**config.mk**
```make
export PLATFORM = sky130hd
export DESIGN_NAME = hbridge_pwm
export DESIGN_NICKNAME = d
export VERILOG_FILES = /design/src/rtl/hbp_pkg.sv /design/src/rtl/hbp_carrier.sv /design/src/rtl/hbp_setpoint.sv /design/src/rtl/hbp_switch_map.sv /design/src/rtl/hbridge_pwm.sv
export SDC_FILE = /design/constraint.sdc
export NUM_CORES = 1
export LEC_CHECK = 0
export BUFFER_PORTS_ARGS = -buffer_cell sky130_fd_sc_hd__buf_2
export CAP_MARGIN = 15
export CORE_ASPECT_RATIO = 0.75
export CORE_MARGIN = 4
export CORE_UTILIZATION = 55
export CTS_BUF_LIST = sky130_fd_sc_hd__clkbuf_8
export CTS_CLUSTER_DIAMETER = 50
export DETAILED_ROUTE_END_ITERATION = 7
export PLACE_DENSITY = 0.86
export SETUP_SLACK_MARGIN = 0.05
export SLEW_MARGIN = 15
export SYNTH_ARGS = -nofsm -noshare
export SYNTH_HDL_FRONTEND = slang
export SYNTH_SLANG_ARGS = --single-unit
```
**constraint.sdc**
```tcl
create_clock -name clk -period 5.7 [get_ports clk]
set_input_delay 0.57 -clock clk [delete_from_list [all_inputs] [get_ports clk]]
set_output_delay 0.57 -clock clk [all_outputs]
set_load 0.1 [all_outputs]
```
**src/rtl/hbp_pkg.sv**
```systemverilog
package hbp_pkg;

  // Which half of the carrier period a switch conducts in
  typedef enum logic {
    HALF_FWD = 1'b0,
    HALF_REV = 1'b1
  } half_e;

  localparam int NUM_SW = 4;

  // On-time limited so the pulse ends at or before the half boundary
  function automatic int clamp_on_time(int req, int dead, int half_len);
    int room;
    if (dead >= half_len) return 0;
    room = half_len - dead;
    return (req > room) ? room : req;
  endfunction

endpackage

```
**src/rtl/hbp_carrier.sv**
```systemverilog
module hbp_carrier #(
  parameter int PERIOD = 2000,
  localparam int CW = $clog2(PERIOD)
) (
  input  logic          clk,
  input  logic          rst,
  input  logic          en,
  output logic [CW-1:0] tick,
  output logic          wrap
);

  assign wrap = (tick == CW'(PERIOD - 1));

  always_ff @(posedge clk) begin
    if (rst) begin
      tick <= '0;
    end else if (!en || wrap) begin
      tick <= '0;
    end else begin
      tick <= tick + 1'b1;
    end
  end

endmodule

```
**src/rtl/hbp_setpoint.sv**
```systemverilog
module hbp_setpoint #(
  parameter int PERIOD = 2000,
  parameter int EW     = 11,
  parameter int DW     = 10,
  localparam int CW    = $clog2(PERIOD),
  localparam int HALF  = PERIOD / 2
) (
  input  logic          clk,
  input  logic          rst,
  input  logic          load,
  input  logic [EW-1:0] effort,
  input  logic [DW-1:0] dead_in,
  output logic [CW-1:0] on_w,
  output logic [DW-1:0] on_d
);

  logic [CW-1:0] w_next;

  always_comb begin
    w_next = CW'(hbp_pkg::clamp_on_time(int'(effort), int'(dead_in), HALF));
  end

  always_ff @(posedge clk) begin
    if (rst) begin
      on_w <= '0;
      on_d <= '0;
    end else if (load) begin
      on_w <= w_next;
      on_d <= dead_in;
    end
  end

endmodule

```
**src/rtl/hbp_switch_map.sv**
```systemverilog
module hbp_switch_map #(
  parameter int PERIOD = 2000,
  parameter int DW     = 10,
  localparam int CW    = $clog2(PERIOD),
  localparam int HALF  = PERIOD / 2
) (
  input  logic [CW-1:0]               tick,
  input  logic [CW-1:0]               on_w,
  input  logic [DW-1:0]               on_d,
  output logic [hbp_pkg::NUM_SW-1:0]  pattern
);

  hbp_pkg::half_e cur_half;
  logic           in_window;
  int             offs;

  always_comb begin
    cur_half  = (int'(tick) >= HALF) ? hbp_pkg::HALF_REV : hbp_pkg::HALF_FWD;
    offs      = (cur_half == hbp_pkg::HALF_REV) ? int'(tick) - HALF : int'(tick);
    in_window = (offs >= int'(on_d)) && (offs < int'(on_d) + int'(on_w));
  end

  // Switches 0 and 3 form the forward diagonal, 1 and 2 the reverse one
  for (genvar s = 0; s < hbp_pkg::NUM_SW; s++) begin : g_sw
    localparam hbp_pkg::half_e SW_HALF =
      (s == 0 || s == 3) ? hbp_pkg::HALF_FWD : hbp_pkg::HALF_REV;
    assign pattern[s] = in_window && (cur_half == SW_HALF);
  end

endmodule

```
**src/rtl/hbridge_pwm.sv**
```systemverilog
module hbridge_pwm #(
  parameter int PERIOD = 2000,
  parameter int EW     = 11,
  parameter int DW     = 10
) (
  input  logic          clk,
  input  logic          rst,
  input  logic          en,
  input  logic          arc_det,
  input  logic [EW-1:0] effort,
  input  logic [DW-1:0] dead_clks,
  output logic [3:0]    gate
);

  localparam int CW = $clog2(PERIOD);

  logic [CW-1:0] tick;
  logic          wrap;
  logic [CW-1:0] on_w;
  logic [DW-1:0] on_d;
  logic [3:0]    pattern;
  logic          blank;
  logic          load;

  assign blank = !en || arc_det;
  assign load  = !en || wrap;

  hbp_carrier #(.PERIOD(PERIOD)) u_carrier (
    .clk  (clk),
    .rst  (rst),
    .en   (en),
    .tick (tick),
    .wrap (wrap)
  );

  hbp_setpoint #(.PERIOD(PERIOD), .EW(EW), .DW(DW)) u_setpoint (
    .clk     (clk),
    .rst     (rst),
    .load    (load),
    .effort  (effort),
    .dead_in (dead_clks),
    .on_w    (on_w),
    .on_d    (on_d)
  );

  hbp_switch_map #(.PERIOD(PERIOD), .DW(DW)) u_map (
    .tick    (tick),
    .on_w    (on_w),
    .on_d    (on_d),
    .pattern (pattern)
  );

  always_ff @(posedge clk) begin
    if (rst || blank) begin
      gate <= '0;
    end else begin
      gate <= pattern;
    end
  end

endmodule

```
==> impl_metrics.py <==
metrics = {
    "placed_design": {
        "io_buffers": 28,
        "place.gp.congestion": 0.886,
        "dp_cells": 447,
        "dp_hpwl_um": 5280,
        "pre_cts_ws_ns": 1.98,
    },
    "clock_network": {
        "cts.sinks": 34,
        "path_clk_slew_ns": 0.07,
        "clock_latency_ns": 0.29,
        "cts_buffer_depth": 2,
        "cts_setup_buffers": 0,
        "cts_tree": "built",
        "numCtsBuffers": 5,
        "htreeDepth": 2,
        "root_buffer": "clkbuf_8",
        "cts.hold.buffers_added": 0,
        "cts_resized": 0,
    },
    "setup_path": {
        "path_buf_inv": 0,
        "endpoint_kind": "flop",
        "crit_family": "compound AO/OA/AOI/OAI gates",
        "cp_cell_sequence": "ha_1, fa_1, a21o_1, a21oi_2, o21ai_1, or4_1, a2111oi_0, nor3_1, ha_1, nand4_1, o21ai_1, a2111oi_0, nand3_1, nor3b_1",
        "startpoint_type": "flop",
        "worstPathRequired_ns": 5.91,
        "critical_path_class": "flop to flop",
        "cp_slowest_stage_delay_ns": 0.51,
        "slowest_stage": "a2111oi_0",
        "path_max_fanout": 3,
        "arrival_ns": 4.09,
    },
    "finish": {
        "final_common_cell": "nor2_1",
        "final_core_util_pct": 62.8,
        "layout_common_cells": "nor2_1, ha_1, dfxtp_1, buf_2, inv_1",
        "n_fill_cell": 427,
        "drive_above_1_share_pct": 13.4,
        "fin_nets": 452,
        "syn_to_final_growth_pct": 7.71,
        "diodes": 0,
        "stdcell_count": 454,
    },
    "floorplanning": {
        "die_w_um": 92.4,
        "io_pins": 29,
        "rows": 22,
        "core-area_um2": 5040,
        "die_area_um2": 6580,
        "die_height_um": 71.3,
        "start_util_pct": 58.3,
    },
    "global_routing": {
        "grt_pass1_wl_um": 11500,
        "grtUsageTotal_pct": 21.3,
        "overflow": 0,
        "antenna_found_initial": 0,
        "grt_pass1_vias": 2515,
        "grt_max_degree": 22,
    },
    "detailed_routing": {
        "vias": 2672,
        "drt_iter0_drc": 221,
        "wl_per_cell_um": 15.0,
        "vias_per_cell": 5.89,
        "first_pass_iters": 5,
        "drc": 0,
        "ant_nets": 0,
        "wl_um": 6820,
    },
    "synthesis": {
        "synth_area_leaders": "dfxtp_1, ha_1, nor2_1",
        "yosysSeqAreaShare_pct": 23.2,
        "mappedNetlistArea_um2": 2940,
        "synthDistinctLibCells": 59,
        "synth_top_area_share_pct": 23.2,
        "synth_edf_count": 0,
        "ys_ff_latch": 34,
        "yosysTopAreaCell": "dfxtp_1",
        "yosysWarnings": 0,
        "synth_flop_cell": "dfxtp_1",
        "netlist_instances": 361,
        "async_reset_ff_share_pct": 0,
        "synth_nets": 431,
        "post_synth.cell_area_avg_um2": 8.13,
    },
    "timing": {
        "fin_setup_tns_ns": 0,
        "worst_slew_pin_slew_ns": 1.04,
        "fmax_mhz": 258,
        "fin_crit_ns": 3.88,
        "finalWorstSetupSlack_ns": 1.82,
        "setup_viol": 0,
        "slew_violations": 0,
        "fin_skew_ns": 0.00843,
        "relSlewSlack_pct": 30.7,
        "hold_viol_final": 0,
        "fin_crit_sh_pct": 68.1,
        "rsz0062_at_grt": "no",
    },
    "worst_hold_path": {
        "hold_class": "flop to flop",
    },
    "power": {
        "p_leak_nw": 1.39,
        "irDropWorstVdd_mv": 0.0743,
        "power.density_nw_per_um2": 185,
        "total_power_mw": 0.585,
    },
    "run_status": {
        "status": "completed",
    },
    "job": {
        "cap_viol_max_count": 0,
    },
}
metrics by stage:
step	area [um2]	hold WS [ns]
floorplan	2940	0.433
global placement	3080	0.448
detailed placement	3080	0.463
CTS	3160	0.479
global route	3160	0.512
finish	3160	0.474
logic make-up after synthesis:
logic type,count (synthesis),share of synthesized area [%]
adder cells (fa/ha/maj),46,19.8
flip-flops,34,23.2
AND/OR/NAND/NOR,127,22.1
AO/OA/AOI/OAI,86,20.2
multiplexers,1,0.341
buffers and inverters,39,6.05
XOR/XNOR,28,8.35
cell type report:
| class | count | area (um2) | share of cell area [%] |
|---|---|---|---|
| Tap cell | 72 | 90.1 | 2.85 |
| Clock inverter | 2 | 11.3 | 0.356 |
| Clock buffer | 5 | 68.8 | 2.18 |
| Inverter | 25 | 93.8 | 2.97 |
| Multi-Input combinational cell | 288 | 2080 | 65.7 |
| Timing Repair Buffer | 28 | 140 | 4.43 |
| Sequential cell | 34 | 681 | 21.5 |
routing by layer:
| layer | GRT usage (%) | wire [um] |
|---|---|---|
| met1 | 28.5 | 3180 |
| met2 | 35.1 | 3080 |
| met3 | 4.72 | 480 |
| met4 | 5.60 | 82 |
| met5 | 0 | 0 |
path summary, 6_finish.rpt:
kind,cells after the start,slack [ns],startpoint,end
min reg2reg,1,0.47,u_carrier.tick[0],u_carrier.tick[0]
min,1,0.47,u_carrier.tick[0],u_carrier.tick[0]
max reg2reg,14,1.82,u_setpoint.on_w[0],gate[2]
max,14,1.82,u_setpoint.on_w[0],gate[2]
registers in the layout, summed over array words and instances, names as in the netlist:
name,cells
u_setpoint.on_d,10
u_setpoint.on_w,11
u_carrier.tick,11
gate,2
cells in the mapped netlist, types with 2 or more instances:
library cell	count
nor2_1	48
ha_1	44
dfxtp_1	34
inv_1	25
a21oi_1	24
nand2_1	18
xnor2_1	15
xor2_1	13
o21ai_0	12
nand3_1	10
o211ai_1	7
a21o_1	6
nor3_1	6
o21ai_1	6
or3_1	6
a221o_1	5
and3_1	5
buf_4	5
buf_2	4
clkbuf_1	4
nand2_2	4
nand2b_1	4
nor3_2	4
nor4_1	4
a31oi_1	3
a32o_1	3
nand4_1	3
nor2b_1	3
a2111oi_0	2
a211oi_1	2
nor3b_1	2
o22a_1	2
or2_2	2
power by group:
| group | switching [mW] | total [mW] | internal (mW) |
|---|---|---|---|
| Clock | 0.0890 | 0.171 | 0.0819 |
| Combinational | 0.0911 | 0.156 | 0.0645 |
| Sequential | 0.00861 | 0.258 | 0.249 |
| Total | 0.189 | 0.585 | 0.396 |
Power figures use the tool's default switching activity.
